`src/rtl/mtx_pkg.sv`:
```
package mtx_pkg;
  localparam int WORD_W       = 16;
  localparam int SYNC_BITS    = 3;
  localparam int FRAME_BITS   = SYNC_BITS + WORD_W + 1;
  localparam int FRAME_HALVES = 2 * FRAME_BITS;
  localparam int HIDX_W       = $clog2(FRAME_HALVES);

  typedef logic [FRAME_HALVES-1:0] frame_t;

  // half-bit 0 sits in the MSB so the sequencer shifts left
  function automatic frame_t mtx_build_frame(logic [WORD_W-1:0] w, logic is_data);
    frame_t f;
    logic   s;
    logic   par;
    s   = ~is_data;
    par = ~(^w);
    f   = '0;
    for (int i = 0; i < SYNC_BITS; i++) begin
      f[FRAME_HALVES-1-i]           = s;
      f[FRAME_HALVES-1-SYNC_BITS-i] = ~s;
    end
    for (int k = 0; k < WORD_W; k++) begin
      f[FRAME_HALVES-1-2*SYNC_BITS-2*k] = w[WORD_W-1-k];
      f[FRAME_HALVES-2-2*SYNC_BITS-2*k] = ~w[WORD_W-1-k];
    end
    f[1] = par;
    f[0] = ~par;
    return f;
  endfunction
endpackage

```
`src/rtl/mtx_frame_seq.sv`:
```
module mtx_frame_seq
  import mtx_pkg::*;
#(
  parameter int CLKS_PER_HALF = 8
) (
  input  logic              clk_i,
  input  logic              rst_ni,
  input  logic              start_i,
  input  logic [WORD_W-1:0] word_i,
  input  logic              is_data_i,
  output logic              busy_o,
  output logic              level_o,
  output logic              done_o,
  output logic              load_o
);
  localparam int CNT_W = (CLKS_PER_HALF > 1) ? $clog2(CLKS_PER_HALF) : 1;
  localparam logic [CNT_W-1:0]  HALF_LAST = CNT_W'(CLKS_PER_HALF - 1);
  localparam logic [HIDX_W-1:0] IDX_LAST  = HIDX_W'(FRAME_HALVES - 1);

  logic              busy_q, done_q;
  frame_t            frame_q;
  logic [CNT_W-1:0]  half_cnt;
  logic [HIDX_W-1:0] half_idx;
  logic              half_end, last_half, load;

  assign half_end  = busy_q && (half_cnt == HALF_LAST);
  assign last_half = half_end && (half_idx == IDX_LAST);
  assign load      = start_i && (!busy_q || last_half);

  always_ff @(posedge clk_i or negedge rst_ni) begin
    if (!rst_ni) begin
      busy_q   <= 1'b0;
      done_q   <= 1'b0;
      frame_q  <= '0;
      half_cnt <= '0;
      half_idx <= '0;
    end else begin
      done_q <= last_half;
      if (load) begin
        busy_q   <= 1'b1;
        frame_q  <= mtx_build_frame(word_i, is_data_i);
        half_cnt <= '0;
        half_idx <= '0;
      end else if (last_half) begin
        busy_q   <= 1'b0;
        frame_q  <= '0;
        half_cnt <= '0;
        half_idx <= '0;
      end else if (half_end) begin
        half_cnt <= '0;
        half_idx <= half_idx + 1'b1;
        frame_q  <= {frame_q[FRAME_HALVES-2:0], 1'b0};
      end else if (busy_q) begin
        half_cnt <= half_cnt + 1'b1;
      end
    end
  end

  assign busy_o  = busy_q;
  assign level_o = frame_q[FRAME_HALVES-1];
  assign done_o  = done_q;
  assign load_o  = load;

  AST_HALF_IDX_RANGE: assert property (@(posedge clk_i) disable iff (!rst_ni)
    busy_q |-> (half_idx <= IDX_LAST));
  AST_DONE_PULSE: assert property (@(posedge clk_i) disable iff (!rst_ni)
    done_q |=> !done_q);
  AST_BUSY_FALL_DONE: assert property (@(posedge clk_i) disable iff (!rst_ni)
    $fell(busy_q) |-> done_q);
  AST_MIDWORD_KEEPS_BUSY: assert property (@(posedge clk_i) disable iff (!rst_ni)
    (busy_q && !last_half) |=> busy_q);
endmodule

```
`src/rtl/mtx_tx_watchdog.sv`:
```
module mtx_tx_watchdog #(
  parameter int WD_LIMIT_CLKS = 12800
) (
  input  logic clk_i,
  input  logic rst_ni,
  input  logic active_i,
  output logic trip_o
);
  localparam int CNT_W = $clog2(WD_LIMIT_CLKS + 1);
  localparam logic [CNT_W-1:0] CNT_LAST = CNT_W'(WD_LIMIT_CLKS - 1);

  logic [CNT_W-1:0] act_cnt;
  logic             trip_q;

  always_ff @(posedge clk_i or negedge rst_ni) begin
    if (!rst_ni) begin
      act_cnt <= '0;
      trip_q  <= 1'b0;
    end else if (active_i) begin
      if (act_cnt == CNT_LAST) trip_q <= 1'b1;
      else                     act_cnt <= act_cnt + 1'b1;
    end else begin
      act_cnt <= '0;
    end
  end

  assign trip_o = trip_q;

  AST_TRIP_STICKY: assert property (@(posedge clk_i) disable iff (!rst_ni)
    trip_q |=> trip_q);
  AST_TRIP_NEEDS_ACTIVE: assert property (@(posedge clk_i) disable iff (!rst_ni)
    $rose(trip_q) |-> $past(active_i));
endmodule

```
`src/rtl/mtx_loopback.sv`:
```
module mtx_loopback
  import mtx_pkg::*;
(
  input  logic              clk_i,
  input  logic              rst_ni,
  input  logic              load_i,
  input  logic [WORD_W-1:0] tx_word_i,
  input  logic              rx_valid_i,
  input  logic [WORD_W-1:0] rx_word_i,
  output logic              fail_o
);
  logic [WORD_W-1:0] sent_q;
  logic              fail_q;

  always_ff @(posedge clk_i or negedge rst_ni) begin
    if (!rst_ni) begin
      sent_q <= '0;
      fail_q <= 1'b0;
    end else begin
      if (rx_valid_i) fail_q <= (rx_word_i != sent_q);
      if (load_i)     sent_q <= tx_word_i;
    end
  end

  assign fail_o = fail_q;

  AST_FAIL_HOLD: assert property (@(posedge clk_i) disable iff (!rst_ni)
    !rx_valid_i |=> $stable(fail_q));
endmodule

```
`src/rtl/manch_word_tx.sv`:
```
module manch_word_tx
  import mtx_pkg::*;
#(
  parameter int CLKS_PER_HALF = 8,
  parameter int WD_LIMIT_CLKS = 12800,
  parameter int NUM_BUS       = 2
) (
  input  logic               clk_i,
  input  logic               rst_ni,
  input  logic [WORD_W-1:0]  word_i,
  input  logic               is_data_i,
  input  logic               start_i,
  input  logic [NUM_BUS-1:0] bus_en_i,
  output logic [NUM_BUS-1:0] bus_p_o,
  output logic [NUM_BUS-1:0] bus_n_o,
  output logic               busy_o,
  output logic               done_o,
  input  logic               rx_valid_i,
  input  logic [WORD_W-1:0]  rx_word_i,
  output logic               loop_fail_o,
  output logic               wd_trip_o
);
  logic busy, level, load, trip;

  mtx_frame_seq #(.CLKS_PER_HALF(CLKS_PER_HALF)) u_seq (
    .clk_i     (clk_i),
    .rst_ni    (rst_ni),
    .start_i   (start_i),
    .word_i    (word_i),
    .is_data_i (is_data_i),
    .busy_o    (busy),
    .level_o   (level),
    .done_o    (done_o),
    .load_o    (load)
  );

  mtx_tx_watchdog #(.WD_LIMIT_CLKS(WD_LIMIT_CLKS)) u_wd (
    .clk_i    (clk_i),
    .rst_ni   (rst_ni),
    .active_i (busy),
    .trip_o   (trip)
  );

  mtx_loopback u_loop (
    .clk_i      (clk_i),
    .rst_ni     (rst_ni),
    .load_i     (load),
    .tx_word_i  (word_i),
    .rx_valid_i (rx_valid_i),
    .rx_word_i  (rx_word_i),
    .fail_o     (loop_fail_o)
  );

  logic drive_ok;
  assign drive_ok = busy && !trip;

  for (genvar b = 0; b < NUM_BUS; b++) begin : g_bus
    assign bus_p_o[b] = drive_ok && bus_en_i[b] &&  level;
    assign bus_n_o[b] = drive_ok && bus_en_i[b] && !level;

    AST_PAIR_EXCL: assert property (@(posedge clk_i) disable iff (!rst_ni)
      !(bus_p_o[b] && bus_n_o[b]));
  end

  assign busy_o    = busy;
  assign wd_trip_o = trip;

  AST_TRIP_QUIET: assert property (@(posedge clk_i) disable iff (!rst_ni)
    wd_trip_o |-> (bus_p_o == '0 && bus_n_o == '0));
  AST_IDLE_QUIET: assert property (@(posedge clk_i) disable iff (!rst_ni)
    !busy_o |-> ($countones({bus_p_o, bus_n_o}) == 0));
endmodule

```
`config.mk`:
```
export PLATFORM = sky130hd
export DESIGN_NAME = manch_word_tx
export DESIGN_NICKNAME = d
export VERILOG_FILES = /design/src/rtl/mtx_pkg.sv /design/src/rtl/mtx_frame_seq.sv /design/src/rtl/mtx_tx_watchdog.sv /design/src/rtl/mtx_loopback.sv /design/src/rtl/manch_word_tx.sv
export SDC_FILE = /design/constraint.sdc
export NUM_CORES = 1
export LEC_CHECK = 0
export CAP_MARGIN = 0
export CORE_MARGIN = 2
export CORE_UTILIZATION = 55
export DETAILED_ROUTE_END_ITERATION = 16
export GPL_TIMING_DRIVEN = 0
export PLACE_DENSITY_LB_ADDON = 0.3
export SLEW_MARGIN = 5
export SYNTH_ARGS = -nofsm -noshare
export SYNTH_HDL_FRONTEND = slang
export SYNTH_SLANG_ARGS = --single-unit
export TNS_END_PERCENT = 100
```
`constraint.sdc`:
```
create_clock -name clk_i -period 3.5 [get_ports clk_i]
set_input_delay 0.525 -clock clk_i [delete_from_list [all_inputs] [get_ports clk_i]]
set_output_delay 0.525 -clock clk_i [all_outputs]
set_load 0.005 [all_outputs]
```
### Yosys cells after proc, flatten, opt, wreduce, memory -nomap -nowiden

Cells that the tools add are included.

* output and inout port bits: 8
* word-level logic and storage cells: 68
* input port bits: 39
* register bits after elaboration: 83

* equal/unequal tests: 5
* bitwise operators: 18
* muxes and demuxes: 14
* $add $sub $neg: 3
* reductions and logical operators: 19

Operators with widths (count)
* $mux W40: 3
* $mux W14: 2
* $mux W6: 3
* $not A1 Y1: 18
* $ne A16 B16 Y1: 1
* $reduce_xor A16 Y1: 1
* $add A14 B1 Y14 const B: 1
* $eq A14 B14 Y1 const B: 1
* $mux W3: 4
* $logic_and A1 B1 Y1: 10
* $add A6 B1 Y6 const B: 1
* $eq A6 B6 Y1 const B: 1
* $reduce_bool A4 Y1: 1
* $add A3 B1 Y3 const B: 1
* $eq A3 B3 Y1 const B: 1
* $logic_not A1 Y1: 3
* $reduce_bool A3 Y1: 1
* $mux W1: 2
* $ne A2 B2 Y1 const B: 1
* $reduce_and A2 Y1: 1
* $reduce_bool A2 Y1: 1
* $logic_or A1 B1 Y1: 1

### Logic depth before layout (Yosys ltp)

* depth after elaboration: 6
* gate-level depth with buffers: 8
* gate-level depth less buffers: 7

### Cells and area by module

From an unflattened synthesis, not the netlist that was laid out.

* cells, all modules: 396
* area total of the unflattened synthesis: 4316.6 um^2

By module, submodules not included
* mtx_frame_seq: area each 2628.8 um^2, cells an instance 245, sequential area each 1276.2 um^2, times used 1
* mtx_tx_watchdog: area each 838.3 um^2, cells an instance 89, sequential area each 375.4 um^2, times used 1
* mtx_loopback: area each 802.0 um^2, cells an instance 58, sequential area each 425.4 um^2, times used 1
* manch_word_tx: area each 47.5 um^2, cells an instance 4, sequential area each 0.0 um^2, times used 1

### Worst setup path after synthesis

OpenSTA, ideal clock, no wires.

* path type: register to register
* start: register u_seq.half_cnt[0]
* end: register u_seq.frame_q[27]
* data arrival time: 1.764 ns
* period minus slack after synthesis: 1.841 ns
* slack: 1.659 ns
* path buffers: 2
* required time: 3.423 ns
* stages on the path, launching flop included: 9
* library setup time: 0.077 ns
* cells stage by stage: dfrtp_1 > ha_1 > ha_1 > nand4b_1 > a2bb2oi_1 > buf_2 > buf_2 > a21oi_1 > a21oi_1

* cells in the longest elaborated chain, start to end: 6
* elaborated cells between the ends (all ways): 8
* classes of those cells: 1 x eq/ne; 2 x mux; 5 x reduce/logical

Ends and longest elaborated chain
* start, declared: line mtx_frame_seq.sv:22 `logic [CNT_W-1:0] half_cnt;`
* start signal, assigned: line mtx_frame_seq.sv:54 `half_cnt <= half_cnt + 1'b1;`
* $eq A3 B3 Y1 *: line mtx_frame_seq.sv:26 `assign half_end = busy_q && (half_cnt == HALF_LAST);`
* $logic_and A1 B1 Y1 *: line mtx_frame_seq.sv:26
* $logic_and A1 B1 Y1: line mtx_frame_seq.sv:27 `assign last_half = half_end && (half_idx == IDX_LAST);`
* $logic_or A1 B1 Y1: line mtx_frame_seq.sv:28 `assign load = start_i && (!busy_q || last_half);`
* $logic_and A1 B1 Y1: line mtx_frame_seq.sv:28
* $reduce_bool A3 Y1 (no line) or $mux W40 (tied branches)
* end signal, assigned: line mtx_frame_seq.sv:41 `frame_q <= mtx_build_frame(word_i, is_data_i);`
* end signal, assigned: line mtx_frame_seq.sv:52 `frame_q <= {frame_q[FRAME_HALVES-2:0], 1'b0};`
* end, declared: line mtx_frame_seq.sv:21 `frame_t frame_q;`

Every way passes the cells marked *; elsewhere a longest branch is shown, timed or not.
A chain may end at the register's enable or synchronous reset.

### Worst setup path in the final report

* start: register u_seq.half_cnt[0]
* end: register u_seq.frame_q[22]

The elaborated chain is that of the path after synthesis.

==> impl_metrics.prom <==
# TYPE chip_impl_metric gauge
chip_impl_metric{name="cts_max_level",unit=""} 3
chip_impl_metric{name="antenna_cells",unit=""} 0
chip_impl_metric{name="number_of_enable_flip_flop_cells_after_synthesis",unit=""} 0
chip_impl_info{name="rsz_0062_raised_after_global_routing",value="false"} 1
chip_impl_metric{name="floorplan.die.width",unit="µm"} 88.9
chip_impl_metric{name="max_stage_delay",unit="ps"} 410
chip_impl_metric{name="utilization",unit="%"} 69.3
chip_impl_info{name="critPathLaunchType",value="flop"} 1
chip_impl_metric{name="globalRouteOverflowTotal",unit=""} 0
chip_impl_info{name="r2r-start",value="u_seq.half_cnt[0]"} 1
chip_impl_metric{name="grt_pass1_vias",unit=""} 3206
chip_impl_metric{name="p_leak",unit="nW"} 2.12
chip_impl_metric{name="synth_mux_area_share",unit="%"} 0.253
chip_impl_metric{name="synth.yosys.warnings",unit=""} 0
chip_impl_metric{name="number_of_unique_standard_cell_types_used_by_synthesis",unit=""} 43
chip_impl_info{name="setup.worst_path.end_class",value="flop"} 1
chip_impl_metric{name="report.final.slew_viol_count",unit=""} 0
chip_impl_metric{name="track_usage",unit="%"} 24.4
chip_impl_info{name="critPathSlowestCell",value="sky130_fd_sc_hd__clkbuf_1"} 1
chip_impl_info{name="netlist_top_cells_area",value="sky130_fd_sc_hd__dfrtp_1 (52%), sky130_fd_sc_hd__a21oi_1 (8.3%), sky130_fd_sc_hd__xnor2_1 (7.7%), sky130_fd_sc_hd__nand2_1 (6.1%), sky130_fd_sc_hd__nor2_1 (4.2%)"} 1
chip_impl_metric{name="initial_core_util",unit="%"} 57.7
chip_impl_metric{name="first_pass_iters",unit=""} 4
chip_impl_metric{name="via_per_inst",unit=""} 5.68
chip_impl_metric{name="ios",unit=""} 47
chip_impl_metric{name="post_synthesis_compound_gate_area_fraction",unit="%"} 17.6
chip_impl_metric{name="grt_antenna_before_repair",unit=""} 0
chip_impl_metric{name="seq_power_share",unit="%"} 54.4
chip_impl_metric{name="pwr_density_cell",unit="mW/mm²"} 394
chip_impl_metric{name="detail-route-antenna-nets",unit=""} 0
chip_impl_metric{name="synth_async_sr_flop_share",unit="%"} 100
chip_impl_metric{name="post_synth_xor_area_fraction",unit="%"} 9.50
chip_impl_info{name="r2r_end",value="u_seq.frame_q[22]"} 1
chip_impl_metric{name="post_synth_and_or_nand_nor_area_fraction",unit="%"} 16.6
chip_impl_metric{name="routed-via-count",unit=""} 3266
chip_impl_metric{name="design.core.area",unit="mm²"} 0.00687
chip_impl_metric{name="post-route-min-period",unit="ps"} 2290
chip_impl_metric{name="timing.critical_path.fanout_max",unit=""} 10
chip_impl_metric{name="pin_slew_with_the_least_headroom_to_its_limit",unit="ps"} 544
chip_impl_info{name="timing.setup.critical_path_class",value="flop to flop"} 1
chip_impl_metric{name="cts_repair_resize_count",unit=""} 0
chip_impl_metric{name="cts_made_buffers",unit=""} 9
chip_impl_metric{name="postSynthNetCount",unit=""} 460
chip_impl_metric{name="post-layout-total-power",unit="mW"} 1.87
chip_impl_metric{name="synth.yosys.seq_area_share",unit="%"} 52.4
chip_impl_metric{name="grt_max_degree",unit=""} 57
chip_impl_metric{name="place.detailed.hpwl",unit="µm"} 6380
chip_impl_info{name="largest_family_of_logic_cells_by_synthesized_area",value="compound AO/OA/AOI/OAI gates"} 1
chip_impl_metric{name="net-switching-power",unit="mW"} 0.440
chip_impl_metric{name="cp.arrival",unit="ps"} 2530
chip_impl_info{name="synth_top_flop_cell",value="sky130_fd_sc_hd__dfrtp_1"} 1
chip_impl_info{name="outcome",value="finished clean"} 1
chip_impl_metric{name="drt-initial-drc-count",unit=""} 240
chip_impl_metric{name="hold_violations",unit=""} 0
chip_impl_metric{name="max-slew-margin-rel",unit="%"} 63.6
chip_impl_metric{name="cts_num_sinks",unit=""} 83
chip_impl_metric{name="floorplan.rows",unit=""} 30
chip_impl_metric{name="clock_power_share",unit="%"} 36.2
chip_impl_metric{name="cts_hold_buffers",unit=""} 0
chip_impl_info{name="cts_tree",value="done"} 1
chip_impl_metric{name="wirelength",unit="µm"} 8710
chip_impl_info{name="netlist.top_cell.by_area",value="sky130_fd_sc_hd__dfrtp_1"} 1
chip_impl_metric{name="fraction_of_final_layout_cells_sized_beyond_drive_strength_1",unit="%"} 6.47
chip_impl_metric{name="ctsLongestPathBuffers",unit=""} 2
chip_impl_metric{name="synth-adder-area-share",unit="%"} 1.26
chip_impl_metric{name="proportion_of_total_power_due_to_net_switching",unit="%"} 23.5
chip_impl_metric{name="max_cap_viol_count",unit=""} 0
chip_impl_metric{name="avgRoutedWirePerCell",unit="µm"} 15.1
chip_impl_metric{name="max_freq",unit="MHz"} 437
chip_impl_metric{name="layout-area-overhead-vs-synth",unit="%"} 20.1
chip_impl_metric{name="design.die.area",unit="mm²"} 0.00790
chip_impl_metric{name="place.gp.congestion",unit=""} 0.844
chip_impl_metric{name="postSynthRegisterBits",unit=""} 83
chip_impl_metric{name="finalClockSkew",unit="ps"} 12.2
chip_impl_metric{name="timing.final.crit_share",unit="%"} 65.4
chip_impl_metric{name="r2r_cells",unit=""} 8
chip_impl_info{name="synth_commonest_cells",value="sky130_fd_sc_hd__dfrtp_1 (83), sky130_fd_sc_hd__a21oi_1 (66), sky130_fd_sc_hd__nand2_1 (64), sky130_fd_sc_hd__nor2_1 (44), sky130_fd_sc_hd__xnor2_1 (35)"} 1
chip_impl_metric{name="post_synth_instance_area",unit="mm²"} 0.00396
chip_impl_metric{name="detail_route.drc_violations",unit=""} 0
chip_impl_info{name="cp_most_frequent_cell",value="sky130_fd_sc_hd__ha_1"} 1
chip_impl_metric{name="synthCells",unit=""} 417
chip_impl_metric{name="wire_length_of_the_first_global_routing_pass",unit="µm"} 14700
chip_impl_info{name="library_cell_used_as_clock_root_buffer",value="sky130_fd_sc_hd__clkbuf_8"} 1
chip_impl_metric{name="die_y",unit="µm"} 88.9
chip_impl_info{name="hold_path_class",value="input port to asynchronous set/reset pin"} 1
chip_impl_info{name="post-synth-top-count-cell",value="sky130_fd_sc_hd__dfrtp_1"} 1
chip_impl_metric{name="final_net_count",unit=""} 518
chip_impl_metric{name="syn_area_per_cell",unit="µm²"} 9.51
chip_impl_metric{name="combinationalPowerShare",unit="%"} 9.3
chip_impl_metric{name="cell_internal_pwr",unit="mW"} 1.43
chip_impl_metric{name="reg2reg_slack",unit="ps"} 1210
chip_impl_metric{name="synth_largest_type_area_fraction",unit="%"} 52.4
chip_impl_metric{name="clk_pin_slew",unit="ps"} 80
chip_impl_metric{name="io_buffer_count",unit=""} 46
chip_impl_metric{name="setup_viol",unit=""} 0
chip_impl_metric{name="post_cts_buffers",unit=""} 0
chip_impl_metric{name="clock_latency",unit="ps"} 350
chip_impl_metric{name="ir_drop",unit="mV"} 0.206
chip_impl_info{name="cell_by_cell_listing_of_the_critical_path",value="ha_1 > ha_1 > nand4b_1 > nor3b_2 > o21ai_1 > clkbuf_1 > o21ai_0 > o21a_1"} 1
chip_impl_metric{name="critical_path_required",unit="ps"} 3750
## power by group through the flow
stage / combinational, mW / clock, mW / sequential [mW]
detailed placement: 0.177 / 0 / 1.04
global placement: 0.169 / 0 / 1.04
CTS: 0.178 / 0.692 / 1.02
finish: 0.175 / 0.679 / 1.02
global route: 0.195 / 0.738 / 1.02
floorplan: 0.0842 / 0 / 1.03
## how the worst max path moves through the flow
| stage | start | endpoint | cells past startpoint |
|---|---|---|---|
| floorplan | u_seq.half_cnt[0] | u_seq.frame_q[27] | 8 |
| global placement | rst_ni | u_loop.sent_q[15] | 1 |
| detailed placement | start_i | u_seq.frame_q[30] | 7 |
| CTS | bus_en_i[0] | bus_p_o[0] | 4 |
| global route | u_seq.half_cnt[0] | u_seq.frame_q[8] | 8 |
| finish | u_seq.half_cnt[0] | u_seq.frame_q[22] | 8 |
## per-layer routing
layer / up-vias / routed length [µm] / part of all wire (%) / track usage (%)
li1: 1555 / - / - / -
met4: 0 / 167 / 1.9 / 10.1
met1: 1608 / 3810 / 44 / 31.2
met5: - / 0 / 0 / 0
met3: 14 / 365 / 4.2 / 4.34
met2: 89 / 4370 / 50 / 41.0
## flip-flops by register name, summed over array words and instances (netlist names)
register / cells
u_seq.half_idx: 6
u_loop.fail_o: 1
u_loop.sent_q: 16
u_wd.trip_o: 1
u_seq.done_o: 1
u_wd.act_cnt: 14
u_seq.busy_o: 1
u_seq.half_cnt: 3
u_seq.frame_q: 40
## through the flow
stage	instance area, µm²	cells	hold WS, ps	setup TNS, ps	worst slack, ps
5_1_grt	4760	575	90.6	0	1010
3_3_place_gp	4540	559	466	-86360	-1050
4_1_cts	4760	575	88.0	0	1250
3_5_place_dp	4570	560	473	0	1090
6_report	4760	575	85.4	0	1210
2_1_floorplan	3960	417	229	0	1660
## cells by family (layout without fill, tap and decap cells)
| group | Yosys count | in the layout |
|---|---|---|
| compound gates | 121 | 121 |
| xor+xnor | 43 | 43 |
| fa+ha+maj | 4 | 4 |
| buf+inv | 22 | 84 |
| flops | 83 | 83 |
| mux | 1 | 1 |
| simple gates | 143 | 143 |
## cells in the final DEF, fill, tap and decap left out, drive strengths merged, types with 2 or more instances in the layout
master / n
o21a: 17
nor4b: 2
nand2: 64
ha: 4
a211oi: 2
dfrtp: 83
clkinv: 5
a21oi: 66
and3: 4
nor3: 3
nand2b: 4
nand4: 7
o21ai: 24
nand3: 5
xnor2: 35
buf: 10
or3: 3
a21o: 2
xor2: 8
a31oi: 2
clkdlybuf4s50: 45
a2111oi: 2
clkbuf: 22
nor2: 44
## area by class of cell
cell class | count | area, µm²
plain buffers | 20 | 87.6
clock buffers | 10 | 138
clock inverters | 5 | 53.8
fillers | 547 | 2110
inverters | 2 | 7.51
multi-input cells | 312 | 1790
flip-flops and latches | 83 | 2080
well taps | 96 | 120
repair buffers | 47 | 485
## critical path: cells and delay by family (launching register included)
family,cells,cell delay (ps)
simple gates,2,270
buf+inv,1,410
flops,1,400
compound gates,3,660
fa+ha+maj,2,450
Note: power is estimated with default switching activity, not from simulation.
